<file path="config.mk">
export PLATFORM = sky130hd
export DESIGN_NAME = intack_vector_fetch
export DESIGN_NICKNAME = d
export VERILOG_FILES = /design/src/rtl/intack_pkg.sv /design/src/rtl/intack_timeout.sv /design/src/rtl/intack_resolver.sv /design/src/rtl/intack_vector_fetch.sv
export SDC_FILE = /design/constraint.sdc
export NUM_CORES = 1
export LEC_CHECK = 0
export BUFFER_PORTS_ARGS = -buffer_cell sky130_fd_sc_hd__buf_4
export CAP_MARGIN = 10
export CORE_UTILIZATION = 38
export CTS_CLUSTER_SIZE = 40
export DETAILED_ROUTE_END_ITERATION = 8
export HOLD_SLACK_MARGIN = 0.05
export PLACE_DENSITY = 0.72
export SKIP_CTS_REPAIR_TIMING = 1
export SLEW_MARGIN = 20
export SYNTH_ARGS = -nofsm -noshare
export SYNTH_HDL_FRONTEND = slang
export SYNTH_HIERARCHICAL = 1
export SYNTH_SLANG_ARGS = --single-unit
</file>
<file path="constraint.sdc">
create_clock -name clk -period 3.1 [get_ports clk]
set_input_delay 0.31 -clock clk [delete_from_list [all_inputs] [get_ports clk]]
set_output_delay 0.31 -clock clk [all_outputs]
set_load 0.02 [all_outputs]
</file>
<file path="src/rtl/intack_pkg.sv">
// Shared types and constants for the interrupt acknowledge vector fetch.
// Assumes 8-bit vector numbers and 3-bit interrupt levels.
package intack_pkg;
    localparam int VEC_W = 8;
    localparam int LVL_W = 3;
    localparam logic [VEC_W-1:0] SPURIOUS_VEC = 8'd24;
    localparam logic [VEC_W-1:0] AUTOVEC_BASE = 8'd24;

    typedef enum logic [1:0] {
        ST_IDLE    = 2'd0,
        ST_STROBE  = 2'd1,
        ST_RECOVER = 2'd2
    } fetch_state_t;
endpackage

</file>
<file path="src/rtl/intack_timeout.sv">
// Bus timeout monitor. Counts cycles while the strobe is high and flags an
// internal bus error in the TIMEOUT_CYCLES-th strobe cycle. Assumes the
// strobe drops (or the cycle ends) on the edge that samples the flag.
module intack_timeout #(
    parameter int TIMEOUT_CYCLES = 16
) (
    input  logic clk,
    input  logic rst_n,
    input  logic active,
    output logic expired
);
    localparam int CNT_W = $clog2(TIMEOUT_CYCLES + 1);
    localparam logic [CNT_W-1:0] LAST = CNT_W'(TIMEOUT_CYCLES - 1);

    logic [CNT_W-1:0] cnt;

    // Flag the internal bus error on the last allowed strobe cycle.
    assign expired = active && (cnt == LAST);

    // Count strobe cycles; any idle cycle clears the count.
    always_ff @(posedge clk) begin
        if (!rst_n || !active) begin
            cnt <= '0;
        end else if (!expired) begin
            cnt <= cnt + 1'b1;
        end
    end


    cnt_bound_chk: assert property (@(posedge clk) disable iff (!rst_n)
        cnt < CNT_W'(TIMEOUT_CYCLES));


    cnt_clear_chk: assert property (@(posedge clk) disable iff (!rst_n)
        !active |=> (cnt == '0));
endmodule

</file>
<file path="src/rtl/intack_resolver.sv">
// Termination decoder. Combines the sampled responses into one outcome
// with a fixed priority: bus error (external or timeout) first, where halt
// selects a retry, then data-strobe acknowledge, then autovector.
// Assumes it is only consulted while the strobe is high.
module intack_resolver
    import intack_pkg::*;
(
    input  logic             dtack,
    input  logic             avec,
    input  logic             berr_ext,
    input  logic             berr_tmo,
    input  logic             halt,
    input  logic [VEC_W-1:0] data,
    input  logic [LVL_W-1:0] level,
    output logic             term_valid,
    output logic             term_retry,
    output logic [VEC_W-1:0] term_vec
);
    logic bus_err;

    // Pick the outcome and vector of this sampling edge.
    always_comb begin
        bus_err    = berr_ext || berr_tmo;
        term_valid = bus_err || dtack || avec;
        term_retry = bus_err && halt;
        if (bus_err) begin
            term_vec = SPURIOUS_VEC;
        end else if (dtack) begin
            term_vec = data;
        end else if (avec) begin
            term_vec = AUTOVEC_BASE + {{(VEC_W-LVL_W){1'b0}}, level};
        end else begin
            term_vec = SPURIOUS_VEC;
        end
    end
endmodule

</file>
<file path="src/rtl/intack_vector_fetch.sv">
// Interrupt acknowledge vector fetch controller. Raises the strobe on a
// request, ends the cycle on the first response edge and reports a vector
// or a retry. Assumes the response inputs are already synchronous to clk.
module intack_vector_fetch
    import intack_pkg::*;
#(
    parameter int TIMEOUT_CYCLES = 16
) (
    input  logic             clk,
    input  logic             rst_n,
    input  logic             ack_req,
    input  logic [LVL_W-1:0] ack_level,
    input  logic             dtack_i,
    input  logic             avec_i,
    input  logic             berr_i,
    input  logic             halt_i,
    input  logic [VEC_W-1:0] data_i,
    output logic             strobe_o,
    output logic             done_o,
    output logic             retry_o,
    output logic [VEC_W-1:0] vector_o
);
    fetch_state_t     state;
    logic [LVL_W-1:0] lvl_q;
    logic             tmo;
    logic             term_valid;
    logic             term_retry;
    logic [VEC_W-1:0] term_vec;

    // Strobe is high exactly while a bus cycle is open.
    assign strobe_o = (state == ST_STROBE);

    intack_timeout #(.TIMEOUT_CYCLES(TIMEOUT_CYCLES)) u_timeout (
        .clk     (clk),
        .rst_n   (rst_n),
        .active  (strobe_o),
        .expired (tmo)
    );

    intack_resolver u_resolver (
        .dtack      (dtack_i),
        .avec       (avec_i),
        .berr_ext   (berr_i),
        .berr_tmo   (tmo),
        .halt       (halt_i),
        .data       (data_i),
        .level      (lvl_q),
        .term_valid (term_valid),
        .term_retry (term_retry),
        .term_vec   (term_vec)
    );

    // Sequence idle, strobe and recovery, and register the result pulses.
    always_ff @(posedge clk) begin
        if (!rst_n) begin
            state    <= ST_IDLE;
            lvl_q    <= '0;
            done_o   <= 1'b0;
            retry_o  <= 1'b0;
            vector_o <= '0;
        end else begin
            done_o  <= 1'b0;
            retry_o <= 1'b0;
            case (state)
                ST_IDLE: begin
                    if (ack_req && (ack_level != '0)) begin
                        lvl_q <= ack_level;
                        state <= ST_STROBE;
                    end
                end
                ST_STROBE: begin
                    if (term_valid) begin
                        if (term_retry) begin
                            retry_o <= 1'b1;
                            state   <= ST_RECOVER;
                        end else begin
                            done_o   <= 1'b1;
                            vector_o <= term_vec;
                            state    <= ST_IDLE;
                        end
                    end
                end
                ST_RECOVER: state <= ST_STROBE;
                default:    state <= ST_IDLE;
            endcase
        end
    end


    dtack_vec_chk: assert property (@(posedge clk) disable iff (!rst_n)
        (strobe_o && dtack_i && !berr_i && !tmo)
        |=> (done_o && vector_o == $past(data_i)));


    autovec_chk: assert property (@(posedge clk) disable iff (!rst_n)
        (strobe_o && avec_i && !dtack_i && !berr_i && !tmo)
        |=> (done_o && vector_o == (AUTOVEC_BASE + {{(VEC_W-LVL_W){1'b0}}, lvl_q})));


    berr_spurious_chk: assert property (@(posedge clk) disable iff (!rst_n)
        (strobe_o && berr_i && !halt_i) |=> (done_o && vector_o == SPURIOUS_VEC));


    berr_halt_retry_chk: assert property (@(posedge clk) disable iff (!rst_n)
        (strobe_o && berr_i && halt_i) |=> (retry_o && !done_o));


    retry_restrobe_chk: assert property (@(posedge clk) disable iff (!rst_n)
        retry_o |=> strobe_o);


    pulse_excl_chk: assert property (@(posedge clk) disable iff (!rst_n)
        !(done_o && retry_o) && !((done_o || retry_o) && strobe_o));


    done_single_chk: assert property (@(posedge clk) disable iff (!rst_n)
        done_o |=> !done_o);


    vec_hold_chk: assert property (@(posedge clk) disable iff (!rst_n)
        !done_o |-> $stable(vector_o));
endmodule

</file>
== Yosys cells after proc, flatten, opt, wreduce, memory -nomap -nowiden ==
Index checks and enable logic that the tools add are counted.

* Flip-flop bits (word level): 20
* Logic and storage cells: 38
* Output and inout bits: 11
* Bits of input ports: 18

* Reductions and logical operators: 15
* Muxes and demuxes: 9
* Bitwise logic cells: 1
* Equality and inequality tests: 5
* $add $sub $neg: 2

{| class="wikitable"
|+ Operators with widths
! kind !! number
|-
| $mux 8 || 3
|-
| $add 5x3->6 const A || 1
|-
| $mux 2 || 3
|-
| $pmux 2 s3 || 1
|-
| $reduce_and 3->1 || 2
|-
| $add 5x1->5 const B || 1
|-
| $eq 5x4->1 const B || 1
|-
| $logic_or 1x1->1 || 4
|-
| $ne 2x2->1 const B || 2
|-
| $reduce_and 2->1 || 2
|-
| $logic_and 1x1->1 || 3
|-
| $reduce_bool 3->1 || 1
|-
| $eq 2x1->1 const B || 1
|-
| $eq 2x2->1 const B || 1
|-
| $logic_not 1->1 || 2
|-
| $logic_not 2->1 || 1
|-
| $mux 1 || 2
|-
| $not 1->1 || 1
|}

== Depth between registers and ports, before layout ==
Gate-level depths: netlist of the first run.

* Word-level depth: 7
* Gate-level depth with buffers: 12
* Mapped depth without buffers: 9

== Modules after synthesis ==
The synthesis of the first run kept the hierarchy.

{| class="wikitable"
|+ Modules (own cells, without submodules)
! module !! sequential area each (um^2) !! area an instance (um^2) !! cells an instance !! times used
|-
| intack_vector_fetch || 300.3 || 641.9 || 65 || 1
|-
| intack_timeout || 100.1 || 252.7 || 25 || 1
|-
| intack_resolver || 0.0 || 113.9 || 19 || 1
|}

== Least setup slack after synthesis of the first run ==
Ideal clock, no wire load.

* Kind: reg-to-reg
* Start point: register u_timeout.cnt[0]
* End point: register vector_o[0]
* Arrival: 2.257 ns
* Setup time: 0.067 ns
* Slack: 0.776 ns
* Stages on the path, launching flop included: 13
* Required time: 3.033 ns
* Period minus slack after synthesis: 2.324 ns
* Buffers on the path: 3
* Cell sequence: dfxtp_1 -> ha_1 -> and3_1 -> ha_1 -> buf_6 -> and2_1 -> or2_4 -> or3_1 -> nand4bb_1 -> buf_6 -> buf_12 -> nand3_2 -> o21ai_2

* Word-level cells in the longest chain between the ends: 6
* Elaborated cells on any way between the ends: 9
* Classes of those cells: eq/ne (1); mux (1); bitwise (1); reduce/logical (6)

{| class="wikitable"
|+ Ends and longest elaborated chain
! item !! RTL line !! source
|-
| start, declared || intack_timeout.sv:15 || <nowiki>logic [CNT_W-1:0] cnt;</nowiki>
|-
| start signal, assigned || intack_timeout.sv:25 || <nowiki>cnt <= cnt + 1'b1;</nowiki>
|-
| $eq 5x4->1 || intack_timeout.sv:18 || <nowiki>assign expired = active && (cnt == LAST);</nowiki>
|-
| $logic_and 1x1->1 || intack_timeout.sv:18 ||
|-
| net tmo || intack_vector_fetch.sv:25 || <nowiki>logic tmo;</nowiki>
|-
| $logic_or 1x1->1 || intack_resolver.sv:23 || <nowiki>bus_err = berr_ext || berr_tmo;</nowiki>
|-
| $logic_or 1x1->1 (2 in series) || intack_resolver.sv:24 || <nowiki>term_valid = bus_err || dtack || avec;</nowiki>
|-
| net term_valid || intack_vector_fetch.sv:26 || <nowiki>logic term_valid;</nowiki>
|-
| $reduce_and 3->1 (no source line) || - ||
|-
| end signal, assigned || intack_vector_fetch.sv:78 || <nowiki>vector_o <= term_vec;</nowiki>
|-
| end, declared || intack_vector_fetch.sv:21 || <nowiki>output logic [VEC_W-1:0] vector_o</nowiki>
|}

The timed path passes the listed nets, and every way through them passes these cells.
A chain may end at the register's enable or synchronous reset.

== Worst setup path in the final report of the first run ==
* Start point: register u_timeout.cnt[0]
* End point: register vector_o[2]

Same word-level chain as after synthesis.

==> results of run 1 <==
==> cells in the final DEF, fill, tap and decap left out, drive strengths merged <==
| master | n |
|---|---|
| nor2 | 9 |
| or3 | 1 |
| or3b | 1 |
| ha | 2 |
| clkbuf | 4 |
| and2 | 2 |
| and3 | 4 |
| inv | 2 |
| nor4b | 1 |
| nand3 | 8 |
| and4 | 2 |
| mux2i | 5 |
| nand3b | 5 |
| a21oi | 5 |
| nor2b | 2 |
| nand4b | 1 |
| or2 | 1 |
| nand4bb | 1 |
| xnor2 | 1 |
| dfxtp | 20 |
| xor2 | 2 |
| buf | 29 |
| nor3 | 1 |
| nand2 | 18 |
| o21ai | 8 |
==> final cells by class <==
class / instances / area (sq um) / area share (%)
multi-input cells: 80 / 539 / 43.5
flip-flops and latches: 20 / 400 / 32.3
clock buffers: 4 / 36.3 / 2.93
inverters: 2 / 7.51 / 0.606
repair buffers: 29 / 218 / 17.6
well taps: 30 / 37.5 / 3.03
==> final timing paths <==
check,end,slack (ps),startpoint,cells after the start
min,lvl_q[0],260,ack_level[0],3
max reg2reg,vector_o[2],580,u_timeout/cnt[0],10
max,vector_o[2],580,u_timeout/cnt[0],10
min reg2reg,lvl_q[2],470,lvl_q[2],2
==> metrics by stage <==
stage / setup slack, ps / hold WS, ps / power (mW)
6_report: 579 / 262 / 0.496
5_1_grt: 436 / 271 / 0.519
4_1_cts: 548 / 258 / 0.500
3_5_place_dp: 577 / 456 / 0.351
3_3_place_gp: 698 / 446 / 0.349
2_1_floorplan: 776 / 435 / 0.324
==> cells in the mapped netlist <==
cell type  number  area share [%]
nand4b_4        1             2.4
nand3_1         7             3.5
buf_6           2             2.2
nor4b_4         1             2.4
or3_1           1            0.62
buf_12          1             2.0
or2_4           1            0.87
nand3_2         1            0.99
xnor2_1         1            0.87
or3b_2          1            0.87
and2_1          1            0.62
nor2b_2         1            0.87
nand3b_1        5             3.7
nand4bb_1       1             1.1
nor2b_1         1            0.62
nand2_1        18             6.7
and4_1          2             1.7
xor2_1          2             1.7
nor2_1          9             3.3
ha_1            2             2.5
and2_2          1            0.74
dfxtp_1        20              40
nor3_1          1            0.50
buf_2           3             1.5
and3_1          4             2.5
inv_1           2            0.74
a21oi_1         5             2.5
o21ai_2         8             6.9
mux2i_1         5             5.0
clkbuf_1        1            0.37
==> worst min-delay path, cell delays in order <==
cell and delay [ps]:
buf_4 110, nand2_1 50, mux2i_1 50
==> state kept, by name (all words and copies together) (netlist names) <==
name           cells
retry_o            1
done_o             1
u_timeout/cnt      5
state              2
lvl_q              3
vector_o           8
==> power breakdown <==
group | internal (mW) | leakage [nW] | switching, mW
clock | 0.0715 | 0.0210 | 0.0798
sequential | 0.265 | 0.162 | 0.00600
combinational | 0.0365 | 0.388 | 0.0368
total | 0.373 | 0.572 | 0.123
==> cells by family after synthesis <==
kind of cell	Yosys count	synth area share, %
xor gates and xnor gates	3	2.61
muxes	5	4.96
adders and majority gates	2	2.48
DFF	20	39.7
and+or+nand+nor	57	34.0
buffers and inverters	9	6.82
AOI/OAI and AO/OA	13	9.43
==> per-layer routing <==
layer / global-route usage [%] / share of wire, %
met3: 3.16 / 4.3
met5: 0 / 0
met4: 5.26 / 0.79
met1: 18.3 / 46
met2: 26.0 / 48
==> summary by stage, run 1 <==
Critical path
In this design, the critical path's most frequently occurring cell is ha_1. The signal on the critical path passes through ha_1, and3_1, ha_1, and2_1, or2_4, or3_1, nand4bb_1, buf_4, nand3_1, o21ai_2. The count of buffering cells on the critical path with inverters included is 1. The kind of launch point of the worst setup path is a register. The critical path start-end classification is register to register. In this run the worst path has a maximum fanout of 16. The cell at the slowest stage of the critical path is dfxtp_1. The critical path data arrival time is 2750 ps. The largest single stage delay on the critical path is 370 ps. The capturing element type of the critical path is a register. The endpoint required time on the critical path is 3330 ps. The family with the most delay on the worst path is simple AND/OR/NAND/NOR gates.

Yosys
After synthesis the cells add up to 1010 sq um. The sequential share of the synthesized area is 39.7%. The register bit total from synthesis is 20. The count of different cell masters after synthesis is 30. A synthesized cell averages 9.25 sq um. The Yosys step of the flow raised 6 warnings.

Counting every net in the synthesized netlist gives 129. The number of cells produced by synthesis is 109.

Floorplanning
The width of the die is 53.5 um. The top-level I/O count is 29. The die area is 2860 sq um.

The area inside the core boundary is 2500 sq um. The row count is 18. For this configuration, the core starts out at a cell density of 40.3%.

The die boundary height is 53.5 um.

STA
The number of pins with negative max-slew slack in the final report was 0. The actual slew at the worst max-slew pin is 400 ps. Clock skew on the completed layout was measured at 5.27 ps.

The fmax is 0.397 GHz. The worst path in the final design needs a cycle of 2520 ps, including I/O delays and setup. The worst slew slack as a fraction of its limit is 73.1%.

The final clock period utilization by the worst path is 81.3%. The setup-violating endpoint count in the final report is 0. The final hold violation count is 0. Summed over all failing endpoints, the final setup total negative slack is 0 ps. Setup repair after global routing left no endpoint under its margin.

Place
The post-placement cell count is 161. The count of port buffers added during placement is 28. Routability-driven placement finished with a final weighted congestion of 0.807. The HPWL after detailed placement is 1430 um. After detailed placement, the total cell area comes to 1200 sq um.

CTS
The CTS root buffer is clkbuf_4. Clock tree synthesis found a total of 20 sinks. The number of buffers on the longest clock path is 2.

The number of buffers inserted during clock tree synthesis is 3. The clock-pin transition on the worst setup and hold timing paths is 120 ps. TritonCTS built the clock tree. For the worst-skew pair, the clock arrives at the later sink with an insertion delay of 290 ps. The number of H-tree levels is 1.

Final layout
The relative area change from synthesis to final layout is 22.8%. Once layout is done, the placed cells without fillers occupy 1240 sq um. The share of post-route cells with drive strength above 1 is 35.6%. The number of antenna diodes in the final layout is 0. The layout filler cell count is 236. The final cell count without fillers is 165.

For this run, the share of the core covered by cells in the final layout is 49.5%. In the final design database the tool counted 156 nets.

Detailed routing
The mean routed wirelength per cell is 11.5 um. The count of nets left with antenna violations once routing finished came out at 0. The pre-antenna-repair detailed-routing pass consisted of 4 iterations. After detailed routing, the number of remaining DRC violations is 0. The DRC marker count from the first detailed-route iteration is 20. The number of vias after detailed routing is 824. The total wire length after detailed routing is 1890 um. The number of vias per cell after detailed routing is 4.99.

Run status
The run finished with clean final reports.

Min path
The path type of the worst min-delay path is input port to register.

Pwr
The cell leakage power is 0.572 nW. The peak ir drop on the vdd network is 213 uV. The ratio of total power to cell area is 400 nW/um^2.

Flow run
The count of max-cap constraint violations is 0.

Global route
The wire length of the first global-routing pass is 3110 um. In the global route stage, overall resource usage came out at 15.1%. The initial antenna violation count is 0.

The number of global-route vias before repair came to 737. After global routing the overflow that remains totals 0. Entering global routing, the biggest net connects 27 pins.
Power figures use the tool's default switching activity.
==> run 2: changes to the inputs <==
- clock period: 3.1 -> 2.45 ns (I/O delays scaled with it)
==> run 2 against run 1 <==
Via count shrank 0.12%. Worst hold slack got worse by 73 ps. Count of clock-buffer cells in the layout did not move. Critical path depth unchanged. Sequential cell count unchanged. Power increased by 28%. Sequential power rose by 27%. Final area increased by 5.3%. Cell count grew 2.4%. Clock skew rose by 4.8 ps. Critical path type unchanged.
==> summary by stage, run 2 (synthesis results as in run 1) <==
Run status
The flow ran to the end, and the final reports show no timing, DRC or antenna violations.

CTS
The number of H-tree levels is 1 (unchanged). TritonCTS built the clock tree. The clock-pin transition on the worst setup and hold timing paths was 120 ps (about the same). The number of buffers inserted during clock tree synthesis came to 3 (unchanged).

In this run the clock root is driven by a clkbuf_4. The clock network latency to the later pin of the worst-skew pair is 300 ps (about the same). The number of clock sinks is 20 (unchanged). The number of buffers on the longest clock path is 2 (unchanged).

Global route
The total routing usage reported by global routing is 15.9% (+0.82 points). The number of global-route vias before repair is 768 (+4.2%). The sum of overflow across all layers after global routing is 0 (unchanged). The maximum number of pins on one net before global-route repair is 27 (unchanged).

The initial antenna violation count is 0 (unchanged). The wire length of the first global-routing pass came to 3240 um (+4.2%).

Place
The count of port buffers added during placement is 28 (unchanged). The post-placement cell count is 163 (+1.2%). The HPWL after detailed placement was 1420 um (-0.50%). The post-place instance area came to 1230 sq um (+2.3%). The pre-CTS setup slack is 171 ps (-406 ps). The final RePlAce weighted congestion was 0.800 (-0.94%).

STA
The setup-violating endpoint count in the final report is 0 (unchanged). The fmax is 0.436 GHz (+9.9%). The number of pins with negative max-slew slack in the final report is 0 (unchanged).

Setup repair after global routing left no endpoint under its margin. The final clock period utilization by the worst path was 93.7% (+12 points). The shortest period the worst path allows is 2290 ps (-226 ps). The final hold violation count is 0 (unchanged). The worst slew slack as a fraction of its limit is 71.4% (-1.7 points). The post-layout worst setup margin was 155 ps (-424 ps).

The accumulated negative setup slack came to 0 ps (unchanged). The actual slew at the worst max-slew pin is 426 ps (+25.2 ps). The final clock skew is 10.0 ps (+4.75 ps).

Final layout
The most common library cell in the layout ignoring fill and taps is buf_4. The net total in the final layout is 160 (+2.6%). The final standard cell utilization of the core is 52.2% (+2.6 points). The area of all placed cells without fillers is 1300 sq um (+5.3%). The flip-flop count of the largest register, all copies and words added came to 8 (unchanged). The share of post-route cells with drive strength above 1 was 38.1% (+2.6 points). The relative area change from synthesis to final layout is 29.3%. The number of diodes was 0 (unchanged). In the final layout, the registers with the most flip-flops are vector_o x8, u_timeout/cnt x5, lvl_q x3. The final cell count without fillers is 169 (+2.4%). The top cell types in the final layout, fill and taps aside, are buf_4 (31), dfxtp_1 (20), nand2_1 (18), nor2_1 (9), o21ai_2 (8). The register with the most flip-flops is vector_o. The total area of sequential cells is 400 sq um (unchanged). The area used by multi-input combinational logic came to 544 sq um (+0.93%). The layout filler cell count is 234 (-0.85%).

Detailed routing
The number of vias after detailed routing is 823 (-0.12%). The total wire length after detailed routing was 1950 um (+3.1%). The number of nets with antenna violations after detailed routing is 0 (unchanged). The DRC marker count from the first detailed-route iteration is 6 (-70%). The mean routed wirelength per cell was 11.5 um (+0.62%).

The detailed-router iteration count before antenna repair came to 4 (unchanged). The number of vias per cell after detailed routing is 4.87 (-2.5%). The DRC violations left is 0 (unchanged).

Critical path
The kind of launch point of the worst setup path is a register. The critical path data arrival time is 2490 ps (-260 ps). The count of buffering cells on the critical path with inverters included is 1 (unchanged). For this design, the slowest cell found on the critical path is dfxtp_1.

The largest driver fanout on the critical path is 8 (-8). The endpoint required time on the critical path came to 2650 ps (-680 ps). The capturing element type of the critical path is a register.

Walking the worst path, the cells encountered are ha_1, and3_1, ha_1, and2_1, or2_4, and2_2, nand4bb_2, buf_12, nand3_1, o21ai_2. By startpoint and endpoint, the worst setup path is classified as register to register. By instance count, the cell type seen most on the critical path is ha_1.

The delay of the slowest critical-path stage is 360 ps (about the same). Grouping stages by cell kind, the critical path spends the most delay in simple AND/OR/NAND/NOR gates.

Floorplanning
The die area is 2860 sq um (unchanged). The width of the die was 53.5 um (unchanged). The effective utilization at floorplan is 40.3% (unchanged). The row count is 18 (unchanged). The area inside the core boundary came to 2500 sq um (unchanged). The die boundary height is 53.5 um (unchanged). The top-level I/O count is 29 (unchanged).

Pwr
The peak ir drop on the vdd network is 289 uV (+36%). The part of the power in the clock network is 29.7% (-0.8 points). The combinational power share is 16.3% (+1.5 points). The ratio of total power to cell area is 488 nW/um^2 (+22%). The relative contribution of sequential cells to total power was 54.0% (-0.7 points). The net switching power is 0.155 mW (+27%). The cell leakage power is 0.607 nW (+6.2%). The switching share of total power came to 24.4% (-0.31 points). The internal power summed over all cells is 0.481 mW (+29%).

Min path
The path type of the worst min-delay path is input port to register.

Flow run
The count of max-cap constraint violations is 0 (unchanged).
## run 2: tightest hold or removal path, delay by kind of cell
family | cells | cell delay (ps)
mux | 1 | 50
buf+inv | 1 | 110
simple gates | 1 | 50
## run 2: area by class of cell
class | instances | area share (%)
Inverter | 2 | 0.576
Clock buffer | 4 | 2.78
Tap cell | 30 | 2.88
Multi-Input combinational cell | 80 | 41.7
Timing Repair Buffer | 33 | 21.3
Sequential cell | 20 | 30.7
## run 2: power groups by stage
stage	logic (mW)	registers [mW]	clock network (mW)
floorplan	0.0549	0.355	0
global placement	0.0958	0.350	0
detailed placement	0.0967	0.350	0
CTS	0.0971	0.343	0.197
global route	0.114	0.345	0.208
finish	0.104	0.343	0.189
## run 2: metal layers
layer | global-route usage (%) | up-vias | share of wire [%]
met2 | 25.0 | 14 | 47
met5 | 0 | - | 0
li1 | - | 434 | -
met4 | 8.77 | 0 | 0.62
met3 | 2.59 | 2 | 3.6
met1 | 20.5 | 373 | 49
## run 2: final timing paths
| path | from | end | slack (ps) | cells past startpoint |
|---|---|---|---|---|
| hold reg to reg | lvl_q[1] | lvl_q[1] | 470 | 2 |
| setup / recovery | u_timeout/cnt[1] | vector_o[2] | 160 | 10 |
| setup reg to reg | u_timeout/cnt[1] | vector_o[2] | 160 | 10 |
| hold / removal | ack_level[1] | lvl_q[1] | 190 | 3 |
## run 2: metrics by stage
stage	power, mW	hold WS, ps
finish	0.636	189
global route	0.667	204
CTS	0.637	184
detailed placement	0.447	456
global placement	0.446	446
floorplan	0.410	387
